### config.mk
export PLATFORM = sky130hd
export DESIGN_NAME = pte_access_check
export DESIGN_NICKNAME = d
export VERILOG_FILES = /design/src/rtl/pte_chk_pkg.sv /design/src/rtl/pte_perm_eval.sv /design/src/rtl/pte_rc_eval.sv /design/src/rtl/pte_verdict_stage.sv /design/src/rtl/pte_access_check.sv
export SDC_FILE = /design/constraint.sdc
export NUM_CORES = 1
export LEC_CHECK = 0
export ABC_AREA = 1
export CORE_MARGIN = 2
export CORE_UTILIZATION = 10
export CTS_CLUSTER_SIZE = 10
export DETAILED_ROUTE_END_ITERATION = 10
export PLACE_DENSITY = 0.93
export SYNTH_ARGS = -nofsm -noshare
export SYNTH_HDL_FRONTEND = slang
export SYNTH_SLANG_ARGS = --single-unit
export TNS_END_PERCENT = 1
### constraint.sdc
create_clock -name clk -period 0.8 [get_ports clk]
set_input_delay 0.2 -clock clk [delete_from_list [all_inputs] [get_ports clk]]
set_output_delay 0.2 -clock clk [all_outputs]
set_load 0.02 [all_outputs]
### src/rtl/pte_chk_pkg.sv
// Package: field positions within a leaf page table entry (bit 0 = LSB)
// and the verdict encoding shared by the checker's sub-blocks.
package pte_chk_pkg;
    localparam int AUTH_EXEC_BIT  = 0;   // execute granted
    localparam int AUTH_WRITE_BIT = 1;   // write (and read) granted
    localparam int AUTH_READ_BIT  = 2;   // read granted
    localparam int AUTH_PRIV_BIT  = 3;   // privileged-only page
    localparam int MTYPE_HI_BIT   = 5;   // set for non-idempotent / tolerant I/O
    localparam int CHG_BIT        = 7;   // change flag
    localparam int REF_BIT        = 8;   // reference flag
    localparam int MIN_ENTRY_W    = REF_BIT + 1;

    typedef enum logic [1:0] {
        VERD_OK   = 2'd0,
        VERD_PERM = 2'd1,
        VERD_RC   = 2'd2
    } verdict_t;
endpackage

### src/rtl/pte_perm_eval.sv
// Authority check: decides whether the access kind is allowed by the
// authority bits and memory type. Purely combinational; assumes the caller
// has already sliced the relevant entry bits.
module pte_perm_eval (
    input  logic [3:0] auth,      // bits 3:0 of the entry
    input  logic       io_type,   // bit 5 of the entry
    input  logic       is_priv,
    input  logic       is_fetch,
    input  logic       is_store,
    output logic       perm_ok
);
    import pte_chk_pkg::*;

    logic gate_open;
    logic data_ok;
    logic fetch_ok;

    // Evaluate the privilege gate and both access-kind rules.
    always_comb begin
        gate_open = is_priv || !auth[AUTH_PRIV_BIT];
        data_ok   = auth[AUTH_WRITE_BIT] || (auth[AUTH_READ_BIT] && !is_store);
        fetch_ok  = auth[AUTH_EXEC_BIT] && !io_type;
        perm_ok   = gate_open && (is_fetch ? fetch_ok : data_ok);
    end
endmodule

### src/rtl/pte_rc_eval.sv
// Reference/change check: the reference flag must be set, and a store
// also needs the change flag. Purely combinational.
module pte_rc_eval (
    input  logic ref_flag,
    input  logic chg_flag,
    input  logic is_store,
    output logic rc_ok
);
    // Combine the two flags with the access kind.
    always_comb begin
        rc_ok = ref_flag && (chg_flag || !is_store);
    end
endmodule

### src/rtl/pte_verdict_stage.sv
// Verdict stage: turns the two check results into one verdict (permission
// first) and presents it either registered or combinationally, chosen by
// REGISTER_OUT. Outputs are zero whenever no result is being presented.
module pte_verdict_stage #(
    parameter bit REGISTER_OUT = 1'b1
) (
    input  logic clk,
    input  logic rst_n,
    input  logic chk_valid,
    input  logic perm_ok,
    input  logic rc_ok,
    output logic acc_ok,
    output logic perm_err,
    output logic rc_err,
    output logic chk_done
);
    import pte_chk_pkg::*;

    verdict_t verdict;

    // Pick the verdict; a permission failure hides any RC failure.
    always_comb begin
        if (!perm_ok)     verdict = VERD_PERM;
        else if (!rc_ok)  verdict = VERD_RC;
        else              verdict = VERD_OK;
    end

    generate
        if (REGISTER_OUT) begin : g_reg
            // Capture the verdict on a request; clear it otherwise.
            always_ff @(posedge clk) begin
                if (!rst_n) begin
                    acc_ok   <= 1'b0;
                    perm_err <= 1'b0;
                    rc_err   <= 1'b0;
                    chk_done <= 1'b0;
                end else begin
                    acc_ok   <= chk_valid && (verdict == VERD_OK);
                    perm_err <= chk_valid && (verdict == VERD_PERM);
                    rc_err   <= chk_valid && (verdict == VERD_RC);
                    chk_done <= chk_valid;
                end
            end
        end else begin : g_comb
            logic unused_clk_rst;
            assign unused_clk_rst = clk ^ rst_n;
            // Present the verdict in the request cycle.
            always_comb begin
                acc_ok   = chk_valid && (verdict == VERD_OK);
                perm_err = chk_valid && (verdict == VERD_PERM);
                rc_err   = chk_valid && (verdict == VERD_RC);
                chk_done = chk_valid;
            end
        end
    endgenerate
endmodule

### src/rtl/pte_access_check.sv
// Top: leaf page entry access checker. Slices the entry, runs the authority
// and reference/change checks in parallel and hands both to the verdict
// stage. Assumes ENTRY_W covers the reference bit.
module pte_access_check #(
    parameter int ENTRY_W      = 64,
    parameter bit REGISTER_OUT = 1'b1
) (
    input  logic               clk,
    input  logic               rst_n,
    input  logic               chk_valid,
    input  logic [ENTRY_W-1:0] pte,
    input  logic               is_priv,
    input  logic               is_fetch,
    input  logic               is_store,
    output logic               acc_ok,
    output logic               perm_err,
    output logic               rc_err,
    output logic               chk_done
);
    import pte_chk_pkg::*;

    localparam int HI_W = ENTRY_W - MIN_ENTRY_W;

    logic perm_ok;
    logic rc_ok;
    logic unused_bits;

    // Bits that take no part in the decision.
    generate
        if (HI_W > 0) begin : g_hi
            assign unused_bits = ^{pte[ENTRY_W-1:MIN_ENTRY_W], pte[6], pte[4]};
        end else begin : g_nohi
            assign unused_bits = pte[6] ^ pte[4];
        end
    endgenerate

    pte_perm_eval u_perm (
        .auth     (pte[AUTH_PRIV_BIT:AUTH_EXEC_BIT]),
        .io_type  (pte[MTYPE_HI_BIT]),
        .is_priv  (is_priv),
        .is_fetch (is_fetch),
        .is_store (is_store),
        .perm_ok  (perm_ok)
    );

    pte_rc_eval u_rc (
        .ref_flag (pte[REF_BIT]),
        .chg_flag (pte[CHG_BIT]),
        .is_store (is_store),
        .rc_ok    (rc_ok)
    );

    pte_verdict_stage #(.REGISTER_OUT(REGISTER_OUT)) u_verdict (
        .clk       (clk),
        .rst_n     (rst_n),
        .chk_valid (chk_valid),
        .perm_ok   (perm_ok),
        .rc_ok     (rc_ok),
        .acc_ok    (acc_ok),
        .perm_err  (perm_err),
        .rc_err    (rc_err),
        .chk_done  (chk_done)
    );
endmodule

==> impl_metrics.py, run 1 <==
metrics = {
    "die": {
        "fp.dieArea_um2": 1970,
        "start_util_pct": 10.7,
        "die_w_um": 44.3,
        "rows": 14,
        "core_um2": 1520,
        "io_pins": 74,
        "dieHeight_um": 44.3,
    },
    "logic_synthesis": {
        "yosysUniqueCellTypes": 8,
        "muxShareOfSynthArea_pct": 0,
        "synthCells": 23,
        "synth-compound-area-share_pct": 7.69,
        "yosys.area_share.simple_pct": 31.5,
        "yosys_warnings": 0,
        "synth_xor_area_share_pct": 0,
        "synth_top_family_by_area": "simple AND/OR/NAND/NOR gates",
        "ys_ff_latch": 4,
        "ys_seq_area_share_pct": 49.2,
        "synth_fp_nets": 93,
        "avgSynthCellArea_um2": 7.07,
        "synth_fa_ha_area_share_pct": 0,
        "syn-cell-area_um2": 163,
    },
    "cells_and_area": {
        "area_growth_pct": 146,
        "antennaDiodeCount": 0,
        "drive_above_1_share_pct": 34.9,
        "fillers": 158,
        "final_util_pct": 26.3,
        "final_common_cell": "nand2_1",
        "num-nets-final": 115,
        "layout_common_cells": "nand2_1 (8), dlymetal6s2s_1 (7), clkdlybuf4s50_1 (5)",
        "stdcell_count": 59,
    },
    "cts": {
        "cts_max_level": 1,
        "cts_tree": "yes",
        "cts.sinks": 4,
        "postCtsSetupRepairBufs": 0,
        "cts_buffer_depth": 2,
        "clkTransAtPathRegs_ns": 0.04,
        "cts_buffers": 3,
        "ctsHoldBuffers": 0,
        "cts_root_buffer": "clkbuf_4",
    },
    "timing": {
        "worst_pin_slew_ns": 0.168,
        "max_freq_ghz": 1.16,
        "rsz0062_at_grt": "true",
        "drv_slew": 0,
        "fin_ws_ns": -0.0631,
        "final-setup-viol-count": 5,
        "relSlewSlack_pct": 88.7,
        "period_share_pct": 108,
        "hold_viol_final": 0,
        "layout_min_cycle_time_ns": 0.863,
    },
    "worst_setup_path": {
        "critical_path_buf_inv_count": 1,
        "critPathTopFamily": "flip-flops",
        "crit_path_top_delay_cell": "dfxtp_2",
        "path_depth": 1,
        "path_class": "reg2out",
        "crit_arrival_ns": 0.66,
        "start_kind": "register",
        "worstPathRequired_ns": 0.60,
        "cp_cell_sequence": "buf_6",
        "critical_path.endpoint_type": "primary output",
        "cp_max_fo": 1,
        "critPathMaxStageDelay_ns": 0.31,
    },
    "global_route": {
        "grt_max_degree": 5,
        "antenna_found_initial": 0,
        "grt_pass1_vias": 219,
        "grt_usage_pct": 6.31,
        "grt_overflow": 0,
        "grt_pass1_wl_um": 807,
    },
    "placed_design": {
        "dpl_worst_slack_ns": -0.292,
        "place_inst": 56,
        "io_buffer_count": 16,
        "routabilityCongestion": 0.607,
    },
    "run": {
        "drv_cap": 0,
    },
    "detailed_routing": {
        "drtAntennaViolNets": 0,
        "drtIter0Drc": 5,
        "drt_first_pass_iters": 2,
        "num_vias": 206,
        "wire_per_inst_um": 8.37,
        "routed_via_density": 3.49,
        "drc": 0,
        "wl_um": 494,
    },
    "power_and_ir_drop": {
        "p_leak_uw": 0.000248,
        "powerDensity_nw_per_um2": 1470,
        "ir_drop_v": 0.000976,
    },
    "hold_path": {
        "whs_endpoint": "u_verdict.rc_err",
        "hold_depth": 4,
        "worstHoldPathType": "in2reg",
        "hp-start": "is_fetch",
    },
    "run_status": {
        "status": "finished with violations",
        "violations": "setup timing",
    },
}
-- final cells by class --
class	instances	area, µm²	share of cell area (%)
tap	16	20.0	5.00
timing repair buffer	17	190	47.5
inverter	5	18.8	4.69
sequential	4	85.1	21.2
multi-input combinational	14	63.8	15.9
clock buffer	3	22.5	5.62
-- timing repair --
action / CTS / global route
gates resized for setup: 28 / 7
pin swaps: 1 / 6
cloned: 0 / 0
endpoints found under the setup margin: 7 / 7
-- per-layer routing --
| metal | global-route usage (%) | wire (µm) |
|---|---|---|
| met4 | 3.64 | 0 |
| met1 | 4.70 | 173 |
| met3 | 6.12 | 96 |
| met5 | 0 | 0 |
| met2 | 10.3 | 225 |
-- where the power goes --
group	switching [µW]	total, µW	leakage (µW)	internal [µW]
Clock	87.9	256	0.0000138	168
Combinational	43.7	118	0.000199	74.4
Sequential	3.61	214	0.0000344	210
-- logic make-up (layout without fill, tap and decap cells) --
| kind of cell | count (synthesis) | in the layout |
|---|---|---|
| AOI/OAI and AO/OA | 2 | 2 |
| and+or+nand+nor | 12 | 12 |
| DFF | 4 | 4 |
| buffers and inverters | 5 | 25 |
-- through the flow --
step	hold WS (ns)	instance area (µm²)	setup TNS (ns)	total power (µW)
global route	0.328	400	-0.437	618
global placement	0.816	350	-2.06	334
CTS	0.609	383	-0.367	593
floorplan	0.333	163	0	252
detailed placement	0.826	350	-2.14	337
finish	0.296	400	-0.254	588
-- registers in the layout, indices dropped and copies added, names as in the netlist --
signal and cells:
u_verdict.chk_done 1, u_verdict.perm_err 1, u_verdict.rc_err 1, u_verdict.acc_ok 1
-- cells in the mapped netlist (all sizes together) --
cell | instances | area, µm²
dfxtp | 4 | 80.1
inv | 5 | 18.8
nand3 | 1 | 10.0
o21ai | 1 | 5.00
nand2 | 8 | 30.0
o211ai | 1 | 7.51
nor2 | 3 | 11.3
-- how the worst max path moves through the flow --
| stage | endpoint | startpoint |
|---|---|---|
| 2_1_floorplan | u_verdict.perm_err | is_store |
| 3_3_place_gp | perm_err | u_verdict.perm_err |
| 3_5_place_dp | rc_err | u_verdict.rc_err |
| 4_1_cts | chk_done | u_verdict.chk_done |
| 5_1_grt | rc_err | u_verdict.rc_err |
| 6_report | rc_err | u_verdict.rc_err |
No activity file was read; power rests on OpenSTA's default activity.
==> run 2: changes to the inputs <==
==> constraint.sdc (replaced) <==
create_clock -name clk -period 0.95 [get_ports clk]
set_input_delay 0.2375 -clock clk [delete_from_list [all_inputs] [get_ports clk]]
set_output_delay 0.2375 -clock clk [all_outputs]
set_load 0.02 [all_outputs]
==> run 2 against run 1 <==
The flow now finishes without violations. Hold slack improved by 0.084 ns. Clock-buffer cell count unchanged. Sequential cell count unchanged. Utilization shrank 2.6 points. Largest cell class unchanged.
==> impl_metrics.py, run 2 (synthesis gave the netlist of run 1 again) <==
metrics = {
    "run_status": {
        "status": "complete, no violations",
    },
    "timing": {
        "fin_ws_ns": 0.0372,
        "period_share_pct": 96.1,
        "whs_ns": 0.380,
        "max_freq_ghz": 1.10,
        "layout_min_cycle_time_ns": 0.913,
        "rsz0062_at_grt": "false",
        "worst_pin_slew_ns": 0.153,
        "relSlewSlack_pct": 89.7,
        "final-setup-viol-count": 0,
        "drv_slew": 0,
        "hold_viol_final": 0,
    },
    "worst_setup_path": {
        "critPathTopFamily": "flip-flops",
        "critical_path.endpoint_type": "primary output",
        "critical_path_buf_inv_count": 1,
        "path_depth": 1,
        "path_class": "reg2out",
        "critPathMaxStageDelay_ns": 0.29,
        "start_kind": "register",
        "crit_arrival_ns": 0.68,
        "crit_path_top_delay_cell": "dfxtp_1",
        "cp_max_fo": 1,
        "cp_cell_sequence": "buf_2",
        "worstPathRequired_ns": 0.71,
    },
    "placed_design": {
        "io_buffer_count": 16,
        "placed_cell_area_um2": 350,
        "hpwl_um": 346,
        "routabilityCongestion": 0.614,
        "dpl_worst_slack_ns": -0.197,
    },
    "cts": {
        "cts_tree": "yes",
        "cts_buffer_depth": 2,
        "clkTransAtPathRegs_ns": 0.04,
        "cts.sinks": 4,
        "cts_root_buffer": "clkbuf_4",
        "cts_buffers": 3,
        "ctsHoldBuffers": 0,
        "cts_max_level": 1,
    },
    "detailed_routing": {
        "drc": 0,
        "wl_um": 395,
        "drtIter0Drc": 2,
        "wire_per_inst_um": 6.69,
        "drt_first_pass_iters": 2,
        "drtAntennaViolNets": 0,
        "num_vias": 202,
        "routed_via_density": 3.42,
    },
    "power_and_ir_drop": {
        "ir_drop_v": 0.000248,
        "powerDensity_nw_per_um2": 1330,
        "p_leak_uw": 0.000187,
        "p_total_uw": 480,
    },
    "cells_and_area": {
        "antennaDiodeCount": 0,
        "num-nets-final": 115,
        "layout_common_cells": "clkdlybuf4s50_1 (11), nand2_1 (8), dfxtp_1 (4)",
        "area_growth_pct": 122,
        "finalInstanceArea_um2": 360,
        "final_common_cell": "clkdlybuf4s50_1",
        "final_util_pct": 23.6,
        "drive_above_1_share_pct": 25.6,
    },
    "die": {
        "rows": 14,
        "io_pins": 74,
        "start_util_pct": 10.7,
        "core_um2": 1520,
        "dieHeight_um": 44.3,
        "fp.dieArea_um2": 1970,
        "die_w_um": 44.3,
    },
    "global_route": {
        "grt_pass1_vias": 212,
        "grt_usage_pct": 5.71,
        "grt_max_degree": 5,
        "grt_pass1_wl_um": 752,
        "antenna_found_initial": 0,
        "grt_overflow": 0,
    },
    "run": {
        "drv_cap": 0,
    },
    "hold_path": {
        "worstHoldPathType": "in2reg",
        "hold_depth": 5,
    },
}
[run 2: layout make-up]
class	count	area [µm²]
Timing Repair Buffer	17	155
Multi-Input combinational cell	14	63.8
Inverter	5	18.8
Sequential cell	4	80.1
Fill cell	165	1160
Tap cell	16	20.0
Clock buffer	3	22.5
[run 2: repair_timing]
action / in CTS / in global routing
resized for setup: 16 / 3
buffers inserted: 0 / 0
pin swaps: 0 / 1
setup endpoints to repair: 4 / 3
[run 2: metrics by stage]
stage | instances | setup TNS [ns]
floorplan | 23 | 0
global placement | 56 | -1.16
detailed placement | 56 | -1.21
CTS | 59 | 0
global route | 59 | 0
finish | 59 | 0
[run 2: power breakdown]
group | total [µW] | leakage, µW | internal [µW] | switching, µW
Sequential | 177 | 0.0000328 | 176 | 1.47
Clock | 206 | 0.0000138 | 141 | 64.5
Combinational | 96.7 | 0.000140 | 61.1 | 35.6
[run 2: worst paths after layout]
check                             from               end  slack, ns
worst min-delay path          is_store  u_verdict.rc_err       0.38
worst max-delay path  u_verdict.acc_ok            acc_ok       0.04
[run 2: metal layers]
layer | vias to the layer above | global-route usage (%) | part of all wire [%]
li1 | 108 | - | -
met1 | 75 | 4.93 | 36
met2 | 19 | 7.65 | 38
met3 | 0 | 5.31 | 26
met4 | 0 | 5.45 | 0
met5 | - | 0 | 0
==> run 3: changes to the inputs <==
--- a/config.mk
+++ b/config.mk
@@ -10,7 +10,7 @@
 export CORE_UTILIZATION = 10
 export CTS_CLUSTER_SIZE = 10
 export DETAILED_ROUTE_END_ITERATION = 10
-export PLACE_DENSITY = 0.93
+export PLACE_DENSITY = 0.95
 export SYNTH_ARGS = -nofsm -noshare
 export SYNTH_HDL_FRONTEND = slang
 export SYNTH_SLANG_ARGS = --single-unit
==> constraint.sdc (replaced) <==
create_clock -name clk -period 0.8 [get_ports clk]
set_input_delay 0.2 -clock clk [delete_from_list [all_inputs] [get_ports clk]]
set_output_delay 0.2 -clock clk [all_outputs]
set_load 0.02 [all_outputs]
==> run 3 against run 2 <==
The flow now finishes with violations (setup timing). Sequential cell count stayed put. Worst setup slack worse by 0.096 ns. Hold slack got worse by 0.074 ns. Design area up 12%. Die area did not move. Utilization grew 2.9 points. Sequential power grew 21%. Via count increased by 5.4%. Combinational power up 21%. Non-clock buffer count unchanged. Wire length is 24% higher.
==> impl_metrics.py, run 3 (synthesis gave the netlist of run 1 again) <==
metrics = {
    "run_status": {
        "status": "finished with violations",
        "violations": "setup timing",
    },
    "worst_setup_path": {
        "start_kind": "register",
        "path_depth": 1,
        "critical_path_buf_inv_count": 1,
        "crit_path_top_delay_cell": "dfxtp_2",
        "critical_path.endpoint_type": "primary output",
        "cp_max_fo": 1,
        "path_class": "reg2out",
        "critPathMaxStageDelay_ns": 0.31,
        "cp_cell_sequence": "buf_6",
        "critPathTopFamily": "flip-flops",
        "worstPathRequired_ns": 0.60,
        "crit_arrival_ns": 0.66,
    },
    "cts": {
        "cts_buffers": 3,
        "cts_root_buffer": "clkbuf_4",
        "cts_tree": "yes",
        "cts.sinks": 4,
        "ctsHoldBuffers": 0,
        "cts_max_level": 1,
        "clkTransAtPathRegs_ns": 0.04,
        "cts_buffer_depth": 2,
    },
    "timing": {
        "whs_ns": 0.306,
        "rsz0062_at_grt": "true",
        "final-setup-viol-count": 4,
        "drv_slew": 0,
        "relSlewSlack_pct": 89.6,
        "hold_viol_final": 0,
        "fin_ws_ns": -0.0589,
        "max_freq_ghz": 1.16,
        "layout_min_cycle_time_ns": 0.859,
        "period_share_pct": 107,
        "worst_pin_slew_ns": 0.156,
    },
    "global_route": {
        "grt_overflow": 0,
        "grt_usage_pct": 5.88,
        "grt_max_degree": 4,
        "grt_pass1_vias": 221,
        "grt_pass1_wl_um": 765,
        "antenna_found_initial": 0,
    },
    "placed_design": {
        "routabilityCongestion": 0.607,
        "place_inst": 56,
        "dpl_worst_slack_ns": -0.298,
        "io_buffer_count": 16,
        "hpwl_um": 381,
    },
    "hold_path": {
        "worstHoldPathType": "in2reg",
        "hp-start": "chk_valid",
        "whs_endpoint": "u_verdict.chk_done",
        "hold_depth": 4,
    },
    "die": {
        "rows": 14,
        "start_util_pct": 10.7,
        "core_um2": 1520,
        "dieHeight_um": 44.3,
        "io_pins": 74,
        "die_w_um": 44.3,
        "fp.dieArea_um2": 1970,
    },
    "power_and_ir_drop": {
        "powerDensity_nw_per_um2": 1440,
        "p_leak_uw": 0.000258,
        "ir_drop_v": 0.000434,
    },
    "cells_and_area": {
        "area_growth_pct": 148,
        "drive_above_1_share_pct": 37.2,
        "antennaDiodeCount": 0,
        "final_util_pct": 26.5,
        "layout_common_cells": "nand2_1 (8), dlymetal6s2s_1 (8), buf_6 (4), dfxtp_2 (4)",
        "num-nets-final": 115,
        "stdcell_count": 59,
        "fillers": 166,
    },
    "detailed_routing": {
        "drtAntennaViolNets": 0,
        "num_vias": 213,
        "drt_first_pass_iters": 2,
        "drtIter0Drc": 3,
        "drc": 0,
        "wl_um": 489,
        "wire_per_inst_um": 8.29,
        "routed_via_density": 3.61,
    },
    "run": {
        "drv_cap": 0,
    },
}
==> run 3: through the flow <==
step	setup TNS [ns]	cell area, µm²	total power, µW
final	-0.230	404	581
after global routing	-0.337	404	623
after CTS	-0.375	382	600
after detailed placement	-2.14	350	337
after global placement	-2.06	350	334
after floorplan	0	163	252
==> run 3: cell type report <==
cell class	count	area [µm²]	share of cell area, %
Inverter	5	18.8	4.64
Tap cell	16	20.0	4.95
Timing Repair Buffer	17	191	47.4
Sequential cell	4	85.1	21.1
Multi-Input combinational cell	14	66.3	16.4
Clock buffer	3	22.5	5.57
==> run 3: worst max-delay path by stage <==
| stage | startpoint | to | slack [ns] |
|---|---|---|---|
| after floorplan | is_store | u_verdict.perm_err | 0.19 |
| after global placement | u_verdict.perm_err | perm_err | -0.29 |
| after global routing | u_verdict.rc_err | rc_err | -0.09 |
| after CTS | u_verdict.rc_err | rc_err | -0.07 |
| final | u_verdict.acc_ok | acc_ok | -0.06 |
| after detailed placement | is_fetch | u_verdict.perm_err | -0.30 |
==> run 3: layer usage <==
metal	global-route usage [%]	up-vias	part of all wire [%]
li1	-	108	-
met4	3.64	0	0
met5	0	-	0
met1	4.43	88	37
met3	5.71	0	17
met2	9.41	17	45
==> run 3: what timing repair did <==
action	CTS	global route
pin swaps	1	8
gates resized for setup	29	9
setup buffers	0	0
endpoints found under the setup margin	7	7
==> run 3: power by group <==
part	internal, µW	total (µW)	switching (µW)	leakage, µW
clock	168	250	81.7	0.0000138
sequential	211	214	3.43	0.0000344
combinational	72.1	117	45.2	0.000209
total	450	581	130	0.000258
